**config.mk**
```make
export PLATFORM = sky130hd
export DESIGN_NAME = irq_table_locator
export DESIGN_NICKNAME = d
export VERILOG_FILES = /design/src/rtl/irq_table_locator.sv
export SDC_FILE = /design/constraint.sdc
export NUM_CORES = 1
export LEC_CHECK = 0
export CAP_MARGIN = 20
export CORE_MARGIN = 3
export CORE_UTILIZATION = 40
export CTS_CLUSTER_SIZE = 8
export DETAILED_ROUTE_END_ITERATION = 10
export DONT_BUFFER_PORTS = 1
export GPL_TIMING_DRIVEN = 0
export SLEW_MARGIN = 20
export SYNTH_ARGS = -nofsm -noshare
export SYNTH_HDL_FRONTEND = slang
export SYNTH_SLANG_ARGS = --single-unit
```
**constraint.sdc**
```tcl
create_clock -name clk -period 2.9 [get_ports clk]
set_input_delay 0.145 -clock clk [delete_from_list [all_inputs] [get_ports clk]]
set_output_delay 0.145 -clock clk [all_outputs]
set_load 0.1 [all_outputs]
```
**src/rtl/irq_table_locator.sv**
```systemverilog
module irq_table_locator #(
  parameter int AW = 32,
  parameter logic [AW-1:0] WIN_BASE = 32'h000F_0000,
  parameter logic [AW-1:0] WIN_END  = 32'h0010_0000,
  parameter int STEP = 16,
  parameter int HDR_LEN = 32,
  parameter logic [31:0] SIG = 32'h5249_5024,
  parameter logic [15:0] VERSION = 16'h0100
) (
  input  logic          clk,
  input  logic          rst_n,
  input  logic          start,
  input  logic [AW-1:0] pref_addr,
  output logic          rd_en,
  output logic [AW-1:0] rd_addr,
  input  logic [7:0]    rd_data,
  output logic          done,
  output logic          found,
  output logic [AW-1:0] tbl_addr
);
  localparam int OW = 17;

  logic          busy, in_pref, vld;
  logic [AW-1:0] base;
  logic [OW-1:0] off, voff;
  logic [7:0]    size_lo, sum;
  logic [15:0]   size_q;
  logic [7:0]    exp_b;

  wire logic [7:0] sum_nx = sum + rd_data;

  always_comb begin
    case (voff[2:0])
      3'd0:    exp_b = SIG[7:0];
      3'd1:    exp_b = SIG[15:8];
      3'd2:    exp_b = SIG[23:16];
      3'd3:    exp_b = SIG[31:24];
      3'd4:    exp_b = VERSION[7:0];
      3'd5:    exp_b = VERSION[15:8];
      default: exp_b = 8'h00;
    endcase
  end

  wire logic in_hdr  = vld && (voff < OW'(8));
  wire logic hdr_bad = in_hdr && (
                         ((voff < OW'(6)) && (rd_data != exp_b)) ||
                         ((voff == OW'(6)) && (rd_data[3:0] != 4'h0)) ||
                         ((voff == OW'(7)) && ({rd_data, size_lo} < 16'(HDR_LEN))));
  wire logic last    = vld && !in_hdr && ((voff + OW'(1)) == {1'b0, size_q});
  wire logic accept  = last && (sum_nx == 8'h00);
  wire logic reject  = hdr_bad || (last && (sum_nx != 8'h00));
  wire logic win_last = ({1'b0, base} + (AW+1)'(STEP)) >= {1'b0, WIN_END};

  assign rd_en   = busy && ((off < OW'(9)) || (off < {1'b0, size_q}));
  assign rd_addr = base + AW'(off);

  always_ff @(posedge clk) begin
    if (!rst_n) begin
      busy <= 1'b0; in_pref <= 1'b0; vld <= 1'b0;
      base <= '0; off <= '0; voff <= '0;
      size_lo <= '0; size_q <= '0; sum <= '0;
      done <= 1'b0; found <= 1'b0; tbl_addr <= '0;
    end else begin
      done <= 1'b0;
      if (!busy) begin
        if (start) begin
          busy     <= 1'b1;
          found    <= 1'b0;
          tbl_addr <= '0;
          in_pref  <= (pref_addr != '0);
          base     <= (pref_addr != '0) ? pref_addr : WIN_BASE;
          off      <= '0;
          vld      <= 1'b0;
          sum      <= '0;
          size_q   <= '0;
        end
      end else begin
        vld  <= rd_en;
        voff <= off;
        if (rd_en) off <= off + OW'(1);
        if (vld) begin
          sum <= sum_nx;
          if (voff == OW'(6)) size_lo <= rd_data;
          if (voff == OW'(7)) size_q  <= {rd_data, size_lo};
        end
        if (accept) begin
          busy     <= 1'b0;
          done     <= 1'b1;
          found    <= 1'b1;
          tbl_addr <= base;
          vld      <= 1'b0;
        end else if (reject) begin
          vld    <= 1'b0;
          off    <= '0;
          sum    <= '0;
          size_q <= '0;
          if (in_pref) begin
            in_pref <= 1'b0;
            base    <= WIN_BASE;
          end else if (win_last) begin
            busy <= 1'b0;
            done <= 1'b1;
          end else begin
            base <= base + AW'(STEP);
          end
        end
      end
    end
  end
endmodule

```
Yosys cells after proc, flatten, opt, wreduce, memory -nomap -nowiden. Index checks and enable logic that the tools add are counted.

Register bits: 135. Input port bits: 43. Output and inout bits: 67. Logic and storage cells: 109.

Add/subtract/negate cells: 6. Reductions and logical operators: 26. Mux-type cells: 47. Equality and inequality tests: 12. $lt $le $gt $ge: 6.

Operators by type and width (number): $mux 32 (10); $mux 16 (6); $mux 17 (5); $mux 8 (5); $pmux 7 s5 (1); $add 17x1->17 const B (2); $eq 17x3->1 const B (2); $lt 17x4->1 const B (2); $add 32x5->33 const B (1); $ge 33x21->1 const B (1); $add 32x17->32 (1); $add 32x5->32 const B (1); $reduce_bool 32->1 (1); $mux 1 (20); $eq 17x16->1 (1); $lt 17x16->1 (1); $lt 17x3->1 const B (1); $lt 16x6->1 const B (1); $logic_and 1x1->1 (10); $add 8x8->8 (1); $logic_not 8->1 (1); $ne 8x8->1 (1); $reduce_bool 8->1 (1); $eq 3x2->1 const B (2); other kinds (13) (19).

Logic depth before layout (Yosys ltp).
Depth after elaboration: 11. Depth in mapped cells: 13. Mapped depth without buffers: 11.

Least setup slack after synthesis. Ideal clock, no wire load.

Path type: reg2out. From: reg off[1]. To: out rd_addr[19]. Buffers on the path: 0. Data required time: 2.755 ns. Arrival time: 3.759 ns. Cell stages (with the launch flop): 10. Path slack: -1.004 ns. Cells stage by stage: dfxtp_1 ha_1 a21o_1 a211oi_1 o211ai_1 a31oi_1 o2111ai_1 a21oi_1 nor2_1 xnor2_1.

Longest elaborated chain between the ends: 1.

RTL lines: from (decl) (RTL line 25) `logic [OW-1:0] off, voff;`; from (signal assigned) (RTL line 80) `if (rd_en) off <= off + OW'(1);`; $add 32x17->32 (RTL line 55) `assign rd_addr = base + AW'(off);`; to (decl) (RTL line 15) `output logic [AW-1:0] rd_addr,`.

Every way passes these cells.

Final worst setup path.
From: reg base[0]. To: out rd_addr[18].

Longest elaborated chain between the ends: 1.

RTL lines: from (decl) (RTL line 24) `logic [AW-1:0] base;`; from (signal assigned) (RTL line 71) `base <= (pref_addr != '0) ? pref_addr : WIN_BASE;`; from (signal assigned) (RTL line 104) `base <= base + AW'(STEP);`; $add 32x17->32 (RTL line 55).

Every way passes these cells.

==> results_dict.tcl <==
set metrics [dict create \
    htree_levels 4 \
    critical_path_class "reg2out" \
    drive_gt1_share_pct 40.1 \
    start_kind "flop" \
    grt_pass1_vias 9023 \
    cts_buffer_depth 2 \
    cap_violations 0 \
    numCtsBuffers 17 \
    routedWlPerCell_um 23.1 \
    die_area_um2 24000 \
    vdd_ir_drop_max_uv 388 \
    antenna_found_initial 1 \
    ys_async_sr_fraction_pct 0 \
    die_w_um 155 \
    syn_inst 1117 \
    met1Wirelength_mm 15.6 \
    yosys_warnings 0 \
    failed_checks "setup timing" \
    r2r_start "voff[1]$_SDFFE_PN0P_" \
    io_pins 110 \
    p_per_area_nw_per_um2 438 \
    netlist_area_um2 8880 \
    synth_top_area_share_pct 30.4 \
    hp-class "in2reg" \
    period_share_pct 120 \
    status "finished, violations left" \
    reg2regPathDepth 13 \
    max-slew-margin-rel_pct 27.1 \
    seq_area_frac_synth_pct 30.4 \
    hold_viol 0 \
    clock_sinks 135 \
    startpoint "base[0]$_SDFFE_PN0P_" \
    syn_nets 1208 \
    yosys.area.top_type "dfxtp_1" \
    gp_congestion 0.945 \
    wl_met3_mm 3.20 \
    vias 9820 \
    synth_cell_types 73 \
    ys_top_cells_by_area "dfxtp_1, ha_1, a21oi_1" \
    top_layer "met5" \
    grt.overflow.total 0 \
    grt_start_max_net_pins 17 \
    clock-root-buffer "clkbuf_16" \
    port_buffers 0 \
    dp_hpwl_mm 23.7 \
    drtIter0Drc 1131 \
    vias_per_cell 6.34 \
    dp.cells 1398 \
    final_util_pct 64.2 \
    drtPass1Iterations 6 \
    instances_no_fill 1550 \
    start_util_pct 41.5 \
    syn_avg_cell_area_um2 7.95 \
    period_needed_ns 3.47 \
    reg2reg_slack_ns -0.42 \
    synth_common_cells "dfxtp_1, nand2_1, nor2_1" \
    synth_edf_count 0 \
    hold_start "start" \
    hold_depth 2 \
    drcViolationCount 0 \
    setup_ws_ns -0.570 \
    slew_viol_final 0 \
    cp-end-kind "output pin" \
    coreArea_um2 21400 \
    cp.required_ns 2.76 \
    reg2reg_to "base[17]$_SDFFE_PN0P_" \
    ys_seq_elements 135 \
    area_delta_synth_final_pct 54.8 \
    track_usage_pct 27.6 \
    skew_ns 0.0116 \
    dr_wl_met2_mm 16.2 \
    clk_latency_ns 0.44 \
    cp_max_fo 3 \
    setup_viol 123 \
    synthMostInstantiatedCell "dfxtp_1" \
    grt_setup_unrepaired "yes" \
    drt_wl_total_mm 35.9 \
    synth_flop_cell "dfxtp_1" \
    crit_arrival_ns 3.32 \
    diodes 0 \
    clk_pin_slew_ns 0.07 \
    rows 53 \
    grt_first_pass_wirelength_mm 52.6 \
    fmax_mhz 288 \
    cts_tree "done" \
    layout.nets 1355 \
    fp.dieH_um 155 \
    holdPathEnd "found$_SDFFE_PN0P_" \
    tightest_slew_ns 1.09 \
    p_leak_nw 5.10 \
    ant_nets 0 \
]
flip-flops by register name (all words and copies together) (netlist names):
signal and count:
sum 8, base 32, voff 17, found 1
size_lo 8, in_pref 1, off 17, size_q 16
busy 1, vld 1, done 1, tbl_addr 32
area by class of cell:
cell class	count	area, µm²
multi-input cells	870	7850
fillers	1600	7670
flip-flops and latches	135	2840
repair buffers	139	1530
plain buffers	58	459
clock buffers	17	425
well taps	275	344
inverters	43	169
clock inverters	13	145
through the flow:
stage	setup TNS (ns)	worst slack [ns]	total power (W)	instance area, µm²	hold WS, ns
6_report	-30.84	-0.570	0.00602	13700	0.0180
5_1_grt	-40.44	-0.744	0.00617	13700	0.0186
4_1_cts	-22.12	-0.608	0.00583	12600	0.00245
3_5_place_dp	-77.06	-1.10	0.00334	10000	0.275
3_3_place_gp	-73.32	-1.05	0.00326	9710	0.272
2_1_floorplan	-0.729	-0.338	0.00303	9370	0.271
critical path, cell delays in order (launching register included):
cell and delay (ns):
dfxtp_4 0.37, ha_4 0.13, inv_2 0.03, fa_2 0.33, nor2b_1 0.11, o21a_1 0.22, o21ai_2 0.11, a21oi_2 0.18
a211o_1 0.22, buf_4 0.14, nand4_1 0.19, a31oi_4 0.25, xor2_4 0.59
where the power goes:
| group | switching (W) | internal [W] | leakage (nW) |
|---|---|---|---|
| clock | 0.000918 | 0.00127 | 0.281 |
| sequential | 0.000166 | 0.00192 | 1.13 |
| combinational | 0.00111 | 0.000640 | 3.70 |
| total | 0.00219 | 0.00382 | 5.10 |
worst max path at each step:
stage	endpoint	slack, ns	cells past startpoint
2_1_floorplan	rd_addr[8]	-0.34	9
3_3_place_gp	base[22]$_SDFFE_PN0P_	-1.05	10
3_5_place_dp	base[28]$_SDFFE_PN0P_	-1.10	10
4_1_cts	rd_addr[28]	-0.61	7
5_1_grt	rd_addr[28]	-0.74	11
6_report	rd_addr[18]	-0.57	12
cells in the final DEF, fill, tap and decap left out, types with 27 or more instances in the layout:
master / n
buf_4: 65
nand3_1: 30
nand3_2: 33
nand2_1: 81
buf_6: 35
mux2i_1: 33
a21oi_1: 42
ha_1: 28
dfxtp_4: 27
a21oi_2: 43
xnor2_1: 31
dfxtp_1: 83
inv_1: 38
nor2_1: 83
cell families after synthesis:
kind of cell	Yosys count	synth area share, %
and+or+nand+nor	420	23.3
AOI/OAI and AO/OA	293	23.0
DFF	135	30.4
buffers and inverters	113	5.13
xor gates and xnor gates	75	7.55
adders and majority gates	48	6.93
muxes	33	3.72
layer usage:
layer	vias up	track usage, %
li1	4437	-
met1	4757	40.1
met2	534	41.9
met3	90	5.90
met4	2	6.56
met5	-	0
what timing repair did:
action / CTS / global route
pin swaps: 92 / 107
endpoints found under the setup margin: 137 / 133
cloned: 8 / 7
hold endpoints to repair: 36 / 0
buffers inserted: 66 / 29
hold buffers: 26 / 0
gates resized for setup: 261 / 239
Note: power is estimated with default switching activity, not from simulation.
